File: config.mk
export PLATFORM = sky130hd
export DESIGN_NAME = spi_master_regs
export DESIGN_NICKNAME = d
export VERILOG_FILES = /design/src/rtl/spi_master_pkg.sv /design/src/rtl/spi_rate_timer.sv /design/src/rtl/spi_shift_fsm.sv /design/src/rtl/spi_master_regs.sv
export SDC_FILE = /design/constraint.sdc
export NUM_CORES = 1
export LEC_CHECK = 0
export ABC_AREA = 0
export CAP_MARGIN = 40
export CORE_ASPECT_RATIO = 0.75
export CORE_UTILIZATION = 40
export DETAILED_ROUTE_END_ITERATION = 10
export GPL_ROUTABILITY_DRIVEN = 0
export PLACE_DENSITY_LB_ADDON = 0.05
export SLEW_MARGIN = 5
export SYNTH_ARGS = -nofsm -noshare
export SYNTH_HDL_FRONTEND = slang
export SYNTH_SLANG_ARGS = --single-unit
File: constraint.sdc
create_clock -name clk -period 5.5 [get_ports clk]
set_clock_uncertainty 0.05 [all_clocks]
set_input_delay 0.825 -clock clk [delete_from_list [all_inputs] [get_ports clk]]
set_output_delay 0.825 -clock clk [all_outputs]
set_load 0.02 [all_outputs]
File: src/rtl/spi_master_pkg.sv
package spi_master_pkg;

    localparam int BYTE_W = 8;
    localparam int HALF_W = 6;

    localparam logic [1:0] ADDR_CTRL = 2'd0;
    localparam logic [1:0] ADDR_STAT = 2'd1;
    localparam logic [1:0] ADDR_DATA = 2'd2;

    typedef enum logic [1:0] {
        ST_IDLE        = 2'd0,
        ST_HALF_IDLE   = 2'd1,
        ST_HALF_ACTIVE = 2'd2
    } xfer_state_t;

    // bit 7 down to bit 0
    typedef struct packed {
        logic       irq_en;
        logic       enable;
        logic       lsb_first;
        logic       master;
        logic       cpol;
        logic       cpha;
        logic [1:0] rate;
    } ctrl_reg_t;

    // half-period of SCK in system clocks
    function automatic logic [HALF_W-1:0] half_period(input logic [1:0] rate, input logic dbl);
        logic [HALF_W-1:0] h;
        unique case (rate)
            2'b00: h = HALF_W'(1);
            2'b01: h = HALF_W'(4);
            2'b10: h = HALF_W'(16);
            default: h = HALF_W'(32);
        endcase
        if (dbl && h > HALF_W'(1))
            h = h >> 1;
        return h;
    endfunction

endpackage

File: src/rtl/spi_rate_timer.sv
module spi_rate_timer #(
    parameter int W = 6
) (
    input  logic         clk,
    input  logic         rst_n,
    input  logic         run,
    input  logic [W-1:0] half,
    output logic         tick
);
    logic [W-1:0] cnt_q;

    assign tick = run && (cnt_q >= (half - W'(1)));

    always_ff @(posedge clk) begin
        if (!rst_n)
            cnt_q <= '0;
        else if (!run || tick)
            cnt_q <= '0;
        else
            cnt_q <= cnt_q + W'(1);
    end
endmodule

File: src/rtl/spi_shift_fsm.sv
module spi_shift_fsm
    import spi_master_pkg::*;
#(
    parameter int DATA_W = 8
) (
    input  logic              clk,
    input  logic              rst_n,
    input  logic              start,
    input  logic              abort,
    input  logic              tick,
    input  logic [DATA_W-1:0] tx_word,
    input  logic              cpol,
    input  logic              cpha,
    input  logic              lsb_first,
    input  logic              miso,
    output logic              busy,
    output logic              sck,
    output logic              mosi,
    output logic              done,
    output logic [DATA_W-1:0] rx_word
);
    localparam int IDX_W = (DATA_W > 1) ? $clog2(DATA_W) : 1;
    localparam logic [IDX_W-1:0] LAST = IDX_W'(DATA_W - 1);

    xfer_state_t       state_q, state_d;
    logic [IDX_W-1:0]  idx_q;
    logic [DATA_W-1:0] tx_q, rx_q, rx_merge;
    logic              mosi_q;
    logic              lead, trail, last_trail, sample_now;

    function automatic logic [IDX_W-1:0] bit_pos(input logic [IDX_W-1:0] i, input logic lsb);
        return lsb ? i : (LAST - i);
    endfunction

    assign lead       = (state_q == ST_HALF_IDLE) && tick && !abort;
    assign trail      = (state_q == ST_HALF_ACTIVE) && tick && !abort;
    assign last_trail = trail && (idx_q == LAST);
    assign sample_now = cpha ? trail : lead;

    always_comb begin
        rx_merge = rx_q;
        if (sample_now)
            rx_merge[bit_pos(idx_q, lsb_first)] = miso;
    end

    // next state
    always_comb begin
        state_d = state_q;
        unique case (state_q)
            ST_IDLE:        if (start) state_d = ST_HALF_IDLE;
            ST_HALF_IDLE:   if (tick) state_d = ST_HALF_ACTIVE;
            ST_HALF_ACTIVE: if (tick) state_d = (idx_q == LAST) ? ST_IDLE : ST_HALF_IDLE;
            default:        state_d = ST_IDLE;
        endcase
        if (abort)
            state_d = ST_IDLE;
    end

    // state register
    always_ff @(posedge clk) begin
        if (!rst_n)
            state_q <= ST_IDLE;
        else
            state_q <= state_d;
    end

    // datapath and line outputs
    always_ff @(posedge clk) begin
        if (!rst_n) begin
            idx_q  <= '0;
            tx_q   <= '0;
            rx_q   <= '0;
            mosi_q <= 1'b0;
        end else if (state_q == ST_IDLE) begin
            if (start && !abort) begin
                tx_q  <= tx_word;
                idx_q <= '0;
                rx_q  <= '0;
                if (!cpha)
                    mosi_q <= tx_word[bit_pos('0, lsb_first)];
            end
        end else begin
            if (sample_now)
                rx_q <= rx_merge;
            if (lead && cpha)
                mosi_q <= tx_q[bit_pos(idx_q, lsb_first)];
            if (trail && (idx_q != LAST)) begin
                idx_q <= idx_q + IDX_W'(1);
                if (!cpha)
                    mosi_q <= tx_q[bit_pos(idx_q + IDX_W'(1), lsb_first)];
            end
        end
    end

    assign busy    = (state_q != ST_IDLE);
    assign sck     = (state_q == ST_HALF_ACTIVE) ? ~cpol : cpol;
    assign mosi    = mosi_q;
    assign done    = last_trail;
    assign rx_word = rx_merge;


    abort_to_idle_chk: assert property (@(posedge clk) disable iff (!rst_n)
        abort |=> (state_q == ST_IDLE));


    finish_idle_chk: assert property (@(posedge clk) disable iff (!rst_n)
        done |=> !busy);
endmodule

File: src/rtl/spi_master_regs.sv
module spi_master_regs
    import spi_master_pkg::*;
(
    input  logic       clk,
    input  logic       rst_n,
    input  logic       bus_wr,
    input  logic [1:0] bus_addr,
    input  logic [7:0] bus_wdata,
    output logic [7:0] bus_rdata,
    output logic       irq,
    input  logic       irq_ack,
    output logic       sck,
    output logic       mosi,
    input  logic       miso
);
    ctrl_reg_t         ctrl_q;
    logic              dbl_q, spif_q, wcol_q;
    logic [BYTE_W-1:0] data_q, rx_word;
    logic              busy, done, tick, abort;
    logic              wr_data, accept, collide;
    logic [HALF_W-1:0] half;

    assign abort   = !ctrl_q.enable;
    assign wr_data = bus_wr && (bus_addr == ADDR_DATA);
    assign accept  = wr_data && !busy && ctrl_q.enable && ctrl_q.master;
    assign collide = wr_data && busy;
    assign half    = half_period(ctrl_q.rate, dbl_q);

    spi_rate_timer #(.W(HALF_W)) u_timer (
        .clk   (clk),
        .rst_n (rst_n),
        .run   (busy),
        .half  (half),
        .tick  (tick)
    );

    spi_shift_fsm #(.DATA_W(BYTE_W)) u_fsm (
        .clk       (clk),
        .rst_n     (rst_n),
        .start     (accept),
        .abort     (abort),
        .tick      (tick),
        .tx_word   (bus_wdata),
        .cpol      (ctrl_q.cpol),
        .cpha      (ctrl_q.cpha),
        .lsb_first (ctrl_q.lsb_first),
        .miso      (miso),
        .busy      (busy),
        .sck       (sck),
        .mosi      (mosi),
        .done      (done),
        .rx_word   (rx_word)
    );

    always_ff @(posedge clk) begin
        if (!rst_n) begin
            ctrl_q <= '0;
            dbl_q  <= 1'b0;
            data_q <= '0;
            spif_q <= 1'b0;
            wcol_q <= 1'b0;
        end else begin
            if (bus_wr && bus_addr == ADDR_CTRL)
                ctrl_q <= ctrl_reg_t'(bus_wdata);
            if (bus_wr && bus_addr == ADDR_STAT)
                dbl_q <= bus_wdata[0];
            if (done)
                data_q <= rx_word;
            else if (wr_data && !busy)
                data_q <= bus_wdata;
            if (done)
                spif_q <= 1'b1;
            else if (irq_ack || accept)
                spif_q <= 1'b0;
            if (collide)
                wcol_q <= 1'b1;
            else if (accept)
                wcol_q <= 1'b0;
        end
    end

    always_comb begin
        unique case (bus_addr)
            ADDR_CTRL: bus_rdata = ctrl_q;
            ADDR_STAT: bus_rdata = {spif_q, wcol_q, 5'b0, dbl_q};
            ADDR_DATA: bus_rdata = data_q;
            default:   bus_rdata = '0;
        endcase
    end

    assign irq = spif_q && ctrl_q.irq_en;


    collision_flag_chk: assert property (@(posedge clk) disable iff (!rst_n)
        collide |=> wcol_q);


    start_busy_chk: assert property (@(posedge clk) disable iff (!rst_n)
        accept |=> busy);


    ack_clear_chk: assert property (@(posedge clk) disable iff (!rst_n)
        (irq_ack && !done) |=> !spif_q);


    done_irq_chk: assert property (@(posedge clk) disable iff (!rst_n)
        (done && ctrl_q.irq_en && !(bus_wr && bus_addr == ADDR_CTRL)) |=> irq);


    disable_abort_chk: assert property (@(posedge clk) disable iff (!rst_n)
        (busy && !ctrl_q.enable) |=> !busy);


    accept_clear_chk: assert property (@(posedge clk) disable iff (!rst_n)
        accept |=> (!spif_q && !wcol_q));
endmodule

Yosys cells after proc, flatten, opt, wreduce, memory -nomap -nowiden:

Cells that the tools add are included.

* flip-flop bits (word level): 47
* output and inout port bits: 11
* input bits: 15

* equality and inequality tests: 13
* muxes and demuxes: 41
* $lt $le $gt $ge: 6
* reduce and logical (&&, ||, !) cells: 38
* bitwise gates (word level): 2
* add/subtract/negate cells: 5

Operators by type and width (count)
* 2-to-1 mux 8 bit: 6
* case mux 8 bit (3 select lines): 1
* logical AND 1 bit: 19
* 2-to-1 mux 3 bit: 6
* case mux 6 bit (3 select lines): 1
* 2-to-1 mux 1 bit: 17
* < comparator 3 x 4 -> 1 bit (second input constant): 3
* nonzero test 2 bit: 6
* AND reduction 2 bit: 5
* binary-select mux 1 bit (select 3 bit): 3
* bitwise mux 8 bit: 1
* adder 6 x 1 -> 6 bit (second input constant): 1
* == test 2 x 1 -> 1 bit (second input constant): 3
* == test 2 bit (second input constant): 3
* greater-or-equal comparator 6 bit: 1
* greater-than comparator 6 x 1 -> 1 bit (second input constant): 1
* logical NOT 2 bit: 3
* 2-to-1 mux 2 bit: 3
* 2-to-1 mux 6 bit: 1
* != test 2 bit (second input constant): 3
* case mux 2 bit (3 select lines): 1
* subtractor 3 bit (first input constant): 2
* subtractor 6 x 1 -> 6 bit (second input constant): 1
* != test 2 x 1 -> 1 bit (second input constant): 2
* 10 further kinds: 12

Depth between registers and ports, before layout:

* depth after elaboration: 15
* mapped depth: 11

By module:

Synthesis repeated with hierarchy kept, for this count alone.

* cells, all modules: 429
* area total of the unflattened synthesis: 3331.9 um^2

Modules (own cells, without submodules)
* spi_shift_fsm: cells each 268, area each 1890.6 um^2, times used 1
* spi_master_regs: cells each 110, area each 999.7 um^2, times used 1
* spi_rate_timer: cells each 51, area each 441.7 um^2, times used 1

Least setup slack after synthesis:

No wires, ideal clock.

* path kind: input to output
* start point: in bus_addr[0]
* end point: out bus_rdata[0]
* data arrival time: 1.727 ns
* path slack: 2.898 ns
* stages on the path: 3
* path buffers: 1
* required time: 4.625 ns
* path through: clkbuf_1 mux2i_1 o21ai_0

* cells in the longest elaborated chain, start to end: 2
* elaborated cells between the ends (all ways): 4
* classes of those cells: 2 x eq/ne; 1 x mux; 1 x reduce/logical

RTL lines
* start, declared: line spi_master_regs.sv:7 `input logic [1:0] bus_addr,`
* == test 2 bit, or another cell as far along: line spi_master_regs.sv:83 `unique case (bus_addr)`
* case mux 8 bit (3 select lines) (*): line spi_master_regs.sv:83
* end, declared: line spi_master_regs.sv:9 `output logic [7:0] bus_rdata,`

Mark *: on every way between the ends. The rest lies on a longest branch, timed or not.

Final worst setup path:

* start point: in bus_addr[1]
* end point: out bus_rdata[6]

Same word-level chain as after synthesis.

==> reports/summary.txt <==
Iteration-0 DRC Markers = 109
Port bufs = 25
Req. time, crit path = 4.62 ns
Post-Synth Adder-Cell Area = 0.0385
Pleak = 1.09 nW
R2r startpoint = ctrl_q[0]
DP Wirelength = 5.78 mm
Mean Syn Cell Area = 7.93 um2
Area grow syn2layout = 14.0%
DR pass1 iterations = 4
FF-to-FF End = data_q[7]
WL final = 7.82 mm
H-tree levels = 2
GR peak layer = met1
Worst-Margin Slew = 0.919 ns
Number of global-route vias before repair = 2,488
Seq/Total Area, Yosys = 0.321
Worst-path fanout max = 11
DIE WIDTH = 101 um
CTS hold repair buffers = 0
Depth of the most critical reg-to-reg path = 9
Top_reg_cell synth = dfxtp_1
Max frequency = 270 MHz
CTS resizes = 0
WS Path Type = in -> out
Simple-gate share of the synthesized area = 0.249
Layout cells sized above 1 = 0.0789
Syn Nets = 393
Met1 usage = 0.315
Status = completed
WP data arrival = 2.82 ns
Final setup TNS = 0 ns
Critical Path Start Type = input port
Ant. Diodes = 0
Rel. slew slack = 0.385
Largest net degree at the start of global routing = 24
Ports = 26
Critical Path Source = bus_addr[1]
Post-route clock period utilization = 0.672
GRT met2 Usage = 0.309
RSZ-0062 raised after global routing = no
Syn Inst Count = 369
Synth Area in Compound Gates = 0.189
Post-route ant nets = 0
Peak VDD IR = 0.0966 mV
Setup crit end kind = output pin
Critical path capture point = bus_rdata[6]
Setup bufs post-CTS = 0
Netlist Area Pre-Place = 2930 um2
Non-filler cells, final = 478
Clock Pin Slew Worst Setup and Hold Paths = 0.09 ns
Grt ovf = 0
Synth Area in XOR/XNOR = 0.0150
Max clock buf depth = 2
Clock Sinks = 47
Final net count = 403
Placed instance count = 470
Max Cap Viol = 0
Post-synth EDFFs = 0
Initial Util = 0.423
CTS Buf Count = 5
Post-synthesis mux area share = 0.127
CTS tree = yes
Die area = 7670 um2
Height of the die = 76.1 um
GRT Overall Usage = 0.213
Final hold vios = 0
Wire per inst = 16.3 um
Largest family of logic cells by synthesized area = simple AND/OR/NAND/NOR gates
Synth Register Bits = 47
Commonest non-fill, non-tap cells in the layout = nand2_1 (47), dfxtp_1 (47), nor2_1 (35)
Clk Latency, worst-skew pair = 0.31 ns
DR DRC count = 0
Tmin final = 3.70 ns
Final max-slew violation count = 0
Clk root buf = clkbuf_8
YS warnings = 0
Yosys cell types = 57
Post-route core utilization = 0.482
Vias per cell = 5.50
PwrDens = 216 nW/um2
# rows = 26
Final setup viols = 0
Met3 Use GR = 0.0440
Vias = 2,631
Async set-reset flop share out of synthesis = 0
Hold Crit Start = u_timer.cnt_q[0]
First-pass GRT wire length = 12.7 mm
Initial antenna violation count = 0
Core Area = 6930 um2
Worst hold path class = reg -> reg
Flop2flop setup slack = 2.77 ns
==> power by group <==
group	switching [mW]	internal (mW)	total, mW
sequential	0.00606	0.345	0.351
combinational	0.0310	0.0289	0.0600
clock	0.130	0.181	0.311
total	0.167	0.555	0.722
==> final cells by class <==
type	count	area, um2
Tap cell	98	123
Multi-Input combinational cell	288	1820
Sequential cell	47	941
Timing Repair Buffer	26	278
Fill cell	692	3590
Inverter	11	41.3
Clock buffer	5	68.8
Clock inverter	3	67.6
==> stage by stage <==
step	power, mW	hold WS (ns)	setup slack, ns	area [um2]
after floorplan	0.391	0.376	2.90	2930
after global placement	0.416	0.399	1.88	3170
after detailed placement	0.418	0.400	1.83	3200
after CTS	0.726	0.421	1.83	3340
after global routing	0.748	0.458	1.75	3340
final	0.722	0.413	1.80	3340
==> state kept, by name, summed over array words and instances (netlist names) <==
signal	flops
ctrl_q	8
u_timer.cnt_q	6
u_fsm.state_q	2
dbl_q	1
u_fsm.rx_q	8
u_fsm.tx_q	8
u_fsm.idx_q	3
data_q	8
spif_q	1
u_fsm.mosi	1
wcol_q	1
==> worst min-delay path by stage <==
stage                                  end  slack [ns]  cells past startpoint
after floorplan           u_timer.cnt_q[0]        0.38                      1
after global placement    u_timer.cnt_q[0]        0.40                      1
after detailed placement  u_timer.cnt_q[0]        0.40                      1
after CTS                 u_timer.cnt_q[0]        0.42                      1
after global routing             data_q[7]        0.46                      2
final                     u_timer.cnt_q[0]        0.41                      1
==> per-layer routing <==
layer,vias up,part of all wire
met5,-,0
met4,0,0.012
met3,11,0.047
met2,54,0.42
met1,1226,0.52
li1,1340,-
==> synth_stat cells (3+ instances only) <==
cell / instances / area, um2
inv_1: 10 / 37.5
nor3b_1: 5 / 37.5
nand4_1: 4 / 25.0
nor3_1: 13 / 65.1
xor2_1: 3 / 26.3
o21ai_1: 9 / 45.0
ha_1: 9 / 113
clkbuf_1: 8 / 30.0
nand3_1: 14 / 70.1
and3_1: 5 / 31.3
a21oi_1: 27 / 135
o21ai_0: 15 / 75.1
nor2_1: 35 / 131
a31oi_1: 9 / 56.3
o22ai_1: 8 / 50.1
nor2b_1: 3 / 18.8
mux2_2: 7 / 78.8
dfxtp_1: 47 / 941
buf_4: 4 / 30.0
or3_1: 4 / 25.0
nand2b_1: 7 / 43.8
mux2i_1: 27 / 270
buf_2: 7 / 35.0
buf_6: 3 / 33.8
nand2_1: 47 / 176
==> worst max-delay path, cell delays in order <==
cell and delay (ns):
clkdlybuf4s50_1 0.75, nor2b_1 0.40, nand2_1 0.09, o21ai_0 0.10, clkdlybuf4s50_1 0.65
==> kinds of logic (layout without fill, tap and decap cells) <==
logic type,Yosys count,in the layout
XOR/XNOR,5,5
flip-flops,47,47
AO/OA/AOI/OAI,89,89
other,1,1
AND/OR/NAND/NOR,149,149
buffers and inverters,34,45
multiplexers,35,35
adder cells (fa/ha/maj),9,9
(Power assumes the default switching activity.)
